File: src/rtl/vline_pkg.sv
// Package: shared field layout, types and mode decode for the vertical line
// interrupt unit. Assumes a 32-bit control word with 12-bit compare lines.
package vline_pkg;

    localparam int REG_W      = 32;
    localparam int LINE_W     = 12;
    localparam int NFIELD     = 2;

    // Bit positions of the control word (software-visible layout)
    localparam int EN2_BIT    = 31;
    localparam int SEL_BIT    = 30;
    localparam int LINE2_LSB  = 16;
    localparam int EN1_BIT    = 15;
    localparam int LINE1_LSB  = 0;

    typedef struct packed {
        logic              en2;
        logic              sel2;
        logic [LINE_W-1:0] line2;
        logic              en1;
        logic [LINE_W-1:0] line1;
    } vline_cfg_t;

    typedef enum logic [1:0] {
        MODE_BT656 = 2'd0,
        MODE_YC    = 2'd1,
        MODE_RAW   = 2'd2,
        MODE_TCI   = 2'd3
    } cap_mode_e;

    // True for the two embedded-sync capture modes where the register acts
    function automatic logic mode_active(input logic [1:0] mode);
        return (mode == MODE_BT656) || (mode == MODE_YC);
    endfunction

endpackage

File: src/rtl/vline_cfg_reg.sv
// Control word storage. Captures writable fields on reg_wr_en and presents
// the word for readback with reserved positions forced to zero.
// Assumes a single-register bus: no address, write takes one cycle.
module vline_cfg_reg
    import vline_pkg::*;
#(
    parameter int RW = REG_W,
    parameter int LW = LINE_W
) (
    input  logic          clk,
    input  logic          rst_n,
    input  logic          wr_en,
    input  logic [RW-1:0] wdata,
    output vline_cfg_t    cfg,
    output logic [RW-1:0] rdata
);
    localparam int L2_MSB = LINE2_LSB + LW - 1;
    localparam int L1_MSB = LINE1_LSB + LW - 1;

    // Store writable fields, dropping reserved bits
    always_ff @(posedge clk) begin
        if (!rst_n) begin
            cfg <= '0;
        end else if (wr_en) begin
            cfg.en2   <= wdata[EN2_BIT];
            cfg.sel2  <= wdata[SEL_BIT];
            cfg.line2 <= wdata[L2_MSB:LINE2_LSB];
            cfg.en1   <= wdata[EN1_BIT];
            cfg.line1 <= wdata[L1_MSB:LINE1_LSB];
        end
    end

    // Assemble readback word; unassigned positions stay zero
    always_comb begin
        rdata                     = '0;
        rdata[EN2_BIT]            = cfg.en2;
        rdata[SEL_BIT]            = cfg.sel2;
        rdata[L2_MSB:LINE2_LSB]   = cfg.line2;
        rdata[EN1_BIT]            = cfg.en1;
        rdata[L1_MSB:LINE1_LSB]   = cfg.line1;
    end

endmodule

File: src/rtl/vline_match.sv
// Per-field line compare. Detects the rising edge of the end-of-line strobe,
// compares the line count against each field's stored line and produces a
// registered one-cycle interrupt plus a combinational flag-clear request.
// Assumes line_cnt and field_id are stable while eol_stb rises.
module vline_match
    import vline_pkg::*;
#(
    parameter int LW = LINE_W,
    parameter int NF = NFIELD
) (
    input  logic          clk,
    input  logic          rst_n,
    input  vline_cfg_t    cfg,
    input  logic [1:0]    cap_mode,
    input  logic [LW-1:0] line_cnt,
    input  logic          field_id,
    input  logic          eol_stb,
    output logic          irq_pulse,
    output logic          clr_req
);
    logic          eol_q;
    logic          eol_edge;
    logic          active;
    logic [LW-1:0] tgt_line [NF];
    logic [NF-1:0] tgt_en;
    logic [NF-1:0] hit;

    // Map stored fields onto per-field arrays
    always_comb begin
        tgt_line[0] = cfg.line1;
        tgt_line[1] = cfg.line2;
        tgt_en      = {cfg.en2, cfg.en1};
    end

    // One comparator per field
    for (genvar f = 0; f < NF; f++) begin : g_fld
        assign hit[f] = (field_id == 1'(f)) && (line_cnt == tgt_line[f]);
    end

    assign active   = mode_active(cap_mode);
    assign eol_edge = eol_stb && !eol_q;
    assign clr_req  = active && eol_edge && (cfg.sel2 ? hit[1] : hit[0]);

    // Remember strobe level for edge detection
    always_ff @(posedge clk) begin
        if (!rst_n) eol_q <= 1'b0;
        else        eol_q <= eol_stb;
    end

    // Register the interrupt so it lasts exactly one cycle
    always_ff @(posedge clk) begin
        if (!rst_n) irq_pulse <= 1'b0;
        else        irq_pulse <= active && eol_edge && |(hit & tgt_en);
    end

endmodule

File: src/rtl/vline_fsync.sv
// Sticky frame-sync flag: set by the frame-start strobe, cleared by a
// clear request; a simultaneous set takes priority.
module vline_fsync (
    input  logic clk,
    input  logic rst_n,
    input  logic set_stb,
    input  logic clr_req,
    output logic flag
);
    // Update flag with set over clear priority
    always_ff @(posedge clk) begin
        if (!rst_n)       flag <= 1'b0;
        else if (set_stb) flag <= 1'b1;
        else if (clr_req) flag <= 1'b0;
    end

endmodule

File: src/rtl/vline_irq_unit.sv
// Top of the vertical line interrupt unit for one capture channel. Holds the
// control word, generates field line interrupts and maintains the frame-sync
// flag. Assumes the timing inputs are synchronous to clk.
module vline_irq_unit
    import vline_pkg::*;
#(
    parameter int RW = REG_W,
    parameter int LW = LINE_W
) (
    input  logic          clk,
    input  logic          rst_n,
    input  logic          reg_wr_en,
    input  logic [RW-1:0] reg_wdata,
    output logic [RW-1:0] reg_rdata,
    input  logic [1:0]    cap_mode,
    input  logic [LW-1:0] line_cnt,
    input  logic          field_id,
    input  logic          eol_stb,
    input  logic          frame_start,
    output logic          irq_pulse,
    output logic          fsync_flag
);
    vline_cfg_t cfg;
    logic       clr_req;

    vline_cfg_reg #(.RW(RW), .LW(LW)) i_cfg (
        .clk   (clk),
        .rst_n (rst_n),
        .wr_en (reg_wr_en),
        .wdata (reg_wdata),
        .cfg   (cfg),
        .rdata (reg_rdata)
    );

    vline_match #(.LW(LW), .NF(NFIELD)) i_match (
        .clk       (clk),
        .rst_n     (rst_n),
        .cfg       (cfg),
        .cap_mode  (cap_mode),
        .line_cnt  (line_cnt),
        .field_id  (field_id),
        .eol_stb   (eol_stb),
        .irq_pulse (irq_pulse),
        .clr_req   (clr_req)
    );

    vline_fsync i_fsync (
        .clk     (clk),
        .rst_n   (rst_n),
        .set_stb (frame_start),
        .clr_req (clr_req),
        .flag    (fsync_flag)
    );

endmodule

File: config.mk
export PLATFORM = sky130hd
export DESIGN_NAME = vline_irq_unit
export DESIGN_NICKNAME = d
export VERILOG_FILES = /design/src/rtl/vline_pkg.sv /design/src/rtl/vline_cfg_reg.sv /design/src/rtl/vline_match.sv /design/src/rtl/vline_fsync.sv /design/src/rtl/vline_irq_unit.sv
export SDC_FILE = /design/constraint.sdc
export NUM_CORES = 1
export LEC_CHECK = 0
export BUFFER_PORTS_ARGS = -buffer_cell sky130_fd_sc_hd__clkbuf_2
export CAP_MARGIN = 10
export CORE_UTILIZATION = 43
export DETAILED_ROUTE_END_ITERATION = 10
export PLACE_DENSITY = 0.86
export SYNTH_ARGS = -nofsm -noshare
export SYNTH_HDL_FRONTEND = slang
export SYNTH_SLANG_ARGS = --single-unit
File: constraint.sdc
create_clock -name clk -period 1.75 [get_ports clk]
set_input_delay 0.2625 -clock clk [delete_from_list [all_inputs] [get_ports clk]]
set_output_delay 0.2625 -clock clk [all_outputs]
set_load 0.01 [all_outputs]
==> tab_implementation.tex <==
\begin{tabular}{lr}
\hline
Metric & Value \\
\hline
\multicolumn{2}{l}{\textbf{Status}} \\
Status & finished clean \\
\multicolumn{2}{l}{\textbf{Placement}} \\
Count of input and output buffers & 74 \\
Weighted congestion at the end of routability-driven global placement & 0.787 \\
Detail Placement HPWL & 2400 um \\
Cell total after placement & 250 \\
\multicolumn{2}{l}{\textbf{Timing}} \\
Final count of negative-setup-slack endpoints & 0 \\
Share of the clock period used by the worst path & 82.7\% \\
Setup skew after layout & 0.00764 ns \\
Unrepaired setup endpoints after global routing & false \\
Number of hold violations in the final report & 0 \\
Minimum clock period after layout & 1.45 ns \\
Final max-slew violation count & 0 \\
Sum of negative setup slack & 0 ns \\
Fmax & 691 MHz \\
\multicolumn{2}{l}{\textbf{Yosys}} \\
Cell Area, Synth & 1440 um\^{}2 \\
Count of unique library cells instantiated by Yosys & 22 \\
Synthesis warning total & 0 \\
Synth Register Bits & 30 \\
Mean cell area of the mapped netlist & 10.4 um\^{}2 \\
Share of synthesized area occupied by flip-flops and latches & 41.7\% \\
Cell count after synthesis & roughly 140 \\
\multicolumn{2}{l}{\textbf{Power}} \\
IR drop worst, VDD & 0.548 mV \\
Leakage power of the design & between 0.9 and 1 nW \\
Pwr dens & 903 nW/um\^{}2 \\
Total power & 1.76 mW \\
\multicolumn{2}{l}{\textbf{Clock tree}} \\
Clock tree from TritonCTS & done \\
Latest clock arrival within the worst-skew pair & 0.32 ns \\
H-Tree Level Count & 2 \\
Clock sink count & 30 \\
Hold-fix buffer count after cts & 0 \\
Root Buffer & clkbuf\_4 \\
Buffers inserted by post-CTS timing repair & 0 \\
CTS buffer count & 5 \\
Maximum root-to-sink buffer count & 2 \\
\# resized after CTS & 0 \\
Clock slew seen by the registers of the worst setup and hold paths & about 0.10 ns \\
\multicolumn{2}{l}{\textbf{Route}} \\
Post-route DRC violation count & 0 \\
Detailed-route via count & between 1000 and 1500 \\
Remaining number of nets flagged by the antenna check after routing & 0 \\
Wire length per cell after detailed routing & 11.8 um \\
Vias per cell & 4.55 \\
Count of routing violations after the opening detailed-route iteration & 18 \\
Detailed-router iteration count before antenna repair & 4 \\
Total length of routed wires & 3060 um \\
\multicolumn{2}{l}{\textbf{Floorplan}} \\
Die Height & roughly 60 um \\
Width of the die & roughly 60 um \\
Die Area & 3590 um\^{}2 \\
Number of top-level pins & 86 \\
Initial Util & 46.1\% \\
Number of placement rows & 20 \\
Standard cell core area & 3130 um\^{}2 \\
\multicolumn{2}{l}{\textbf{Global routing}} \\
Total congestion overflow after global routing & 0 \\
Total global routing track utilization & 18.4\% \\
Global-route wire length before repair & 4640 um \\
Global routing met3 resource utilization & 6.71\% \\
GRT Max-Usage Layer & met2 \\
Antenna violations before repair & 0 \\
Met1 track demand over resource in global routing & 18.9\% \\
Met2 capacity usage during global routing & 32.2\% \\
Via count of the first global-routing pass & about 1100 \\
Maximum number of pins on one net before global-route repair & 31 \\
\multicolumn{2}{l}{\textbf{Critical path}} \\
Reg-to-Reg End & i\_fsync.flag\$\_SDFFE\_PN0P\_ \\
Path type of the worst setup path & reg2reg \\
Number of cell instances on the worst register-to-register path & 5 \\
Kind of capture point of the worst setup path & flop \\
Worst Setup Start Kind & flop \\
Critical path depth in cells & 5 \\
Cell family with the largest share of critical-path delay & simple AND/OR/NAND/NOR gates \\
Number of buffer and inverter stages on the critical path & 0 \\
Worst setup path startpoint & i\_cfg.cfg[19]\$\_SDFFE\_PN0P\_ \\
Required time of the critical path & 1.97 ns \\
CP cell instances & xnor2\_1, nand3\_1, nor4\_2, a22oi\_1, o31a\_1 \\
Data arrival at the endpoint of the critical path & roughly 1.7 ns \\
Longest individual stage delay on the worst path & 0.34 ns \\
Worst-case register-to-register setup slack & just over 0.3 ns \\
Maximum fanout along the worst path & 3 \\
Worst setup path endpoint & i\_fsync.flag\$\_SDFFE\_PN0P\_ \\
Cell at the slowest stage of the critical path & dfxtp\_1 \\
Worst reg2reg startpoint & i\_cfg.cfg[19]\$\_SDFFE\_PN0P\_ \\
\multicolumn{2}{l}{\textbf{Final layout}} \\
Seq. cell area & 601 um\^{}2 \\
Fraction of final layout cells with drive strength greater than 1 & 39.7\% \\
Filler cell count in the final layout & 288 \\
Number of antenna diodes & 0 \\
Layout net count & around 270 \\
Share of the core filled with cells in the final layout & 62.3\% \\
Count of non-filler cells in the finished layout & 258 \\
Area taken by multi-input logic gates & roughly 800 um\^{}2 \\
Area added between synthesis and finish & 35.2\% \\
\multicolumn{2}{l}{\textbf{Flow run}} \\
Number of max-capacitance violations reported & 0 \\
\multicolumn{2}{l}{\textbf{Hold path}} \\
Class of the tightest hold or removal check & in2reg \\
\hline
\end{tabular}
==> logic make-up (layout without fill, tap and decap cells) <==
| kind of cell | Yosys count | in the layout | synth area share [%] |
|---|---|---|---|
| flops | 30 | 30 | 41.7 |
| buf+inv | 11 | 83 | 4.43 |
| xor+xnor | 24 | 24 | 14.6 |
| compound gates | 4 | 4 | 2.26 |
| simple gates | 41 | 41 | 18.1 |
| mux | 27 | 27 | 18.8 |
| other cells | 1 | 5 | 0.260 |
==> power by group <==
group / switching (mW) / internal [mW] / total [mW] / leakage [nW]
clock network: 0.239 / 0.484 / 0.723 / 0.0585
registers: 0.0367 / 0.722 / 0.759 / 0.248
logic: 0.128 / 0.151 / 0.279 / 0.624
==> routing by layer <==
layer | wire (um) | share of wire (%)
met5 | 0 | 0
met4 | 65 | 2.1
met3 | 207 | 6.8
met2 | 1480 | 49
met1 | 1300 | 43
==> stage by stage <==
step                      hold slack (ns)  area, um^2  setup slack (ns)
after floorplan                     0.390        1460             0.376
after global placement              0.488        1840             0.286
after detailed placement            0.490        1840             0.273
after CTS                           0.146        1950             0.286
after global routing                0.144        1950             0.201
final                               0.160        1950             0.302
==> cells in the final DEF (no fill, tap or decap), types with 2 or more instances in the layout <==
master and n:
xnor2_1 20, nand2_1 2, mux2i_1 27, nor4_2 2
nor2b_1 27, nand4_1 4, xor2_1 4, clkbuf_2 74
conb_1 5, dfxtp_1 30, bufinv_16 2, clkbuf_4 5
==> synth_stat cells <==
master | n | area (um^2)
a22oi_1 | 1 | 7.51
a32oi_1 | 1 | 8.76
and2_1 | 1 | 6.26
buf_2 | 3 | 15.0
buf_4 | 5 | 37.5
clkbuf_1 | 3 | 11.3
conb_1 | 1 | 3.75
dfxtp_1 | 30 | 601
mux2i_1 | 27 | 270
nand2_1 | 2 | 7.51
nand3_1 | 1 | 5.00
nand4_1 | 4 | 25.0
nor2_1 | 1 | 3.75
nor2b_1 | 27 | 169
nor3_1 | 1 | 5.00
nor3b_1 | 1 | 7.51
nor4_1 | 1 | 6.26
nor4_2 | 2 | 25.0
o21a_1 | 1 | 7.51
o31a_1 | 1 | 8.76
xnor2_1 | 20 | 175
xor2_1 | 4 | 35.0
==> how the worst min path moves through the flow <==
stage                     depth (start not counted)  slack, ns                       end    start
after floorplan                                   1       0.39  i_match.eol_q$_SDFF_PN0_  eol_stb
after global placement                            2       0.49  i_match.eol_q$_SDFF_PN0_  eol_stb
after detailed placement                          2       0.49  i_match.eol_q$_SDFF_PN0_  eol_stb
after CTS                                         2       0.15  i_match.eol_q$_SDFF_PN0_  eol_stb
after global routing                              2       0.14  i_match.eol_q$_SDFF_PN0_  eol_stb
final                                             2       0.16  i_match.eol_q$_SDFF_PN0_  eol_stb
==> flip-flops by register name (all words and copies together) (netlist names) <==
register,cells
i_match.eol_q,1
i_cfg.cfg,27
i_match.irq_pulse,1
i_fsync.flag,1
==> area by class of cell <==
| type | instances | area share (%) |
|---|---|---|
| clock buffers | 6 | 2.63 |
| clock inverters | 2 | 3.08 |
| multi-input cells | 101 | 40.6 |
| flip-flops and latches | 30 | 30.8 |
| well taps | 44 | 2.82 |
| repair buffers | 75 | 20.0 |
Note: power is estimated with default switching activity, not from simulation.
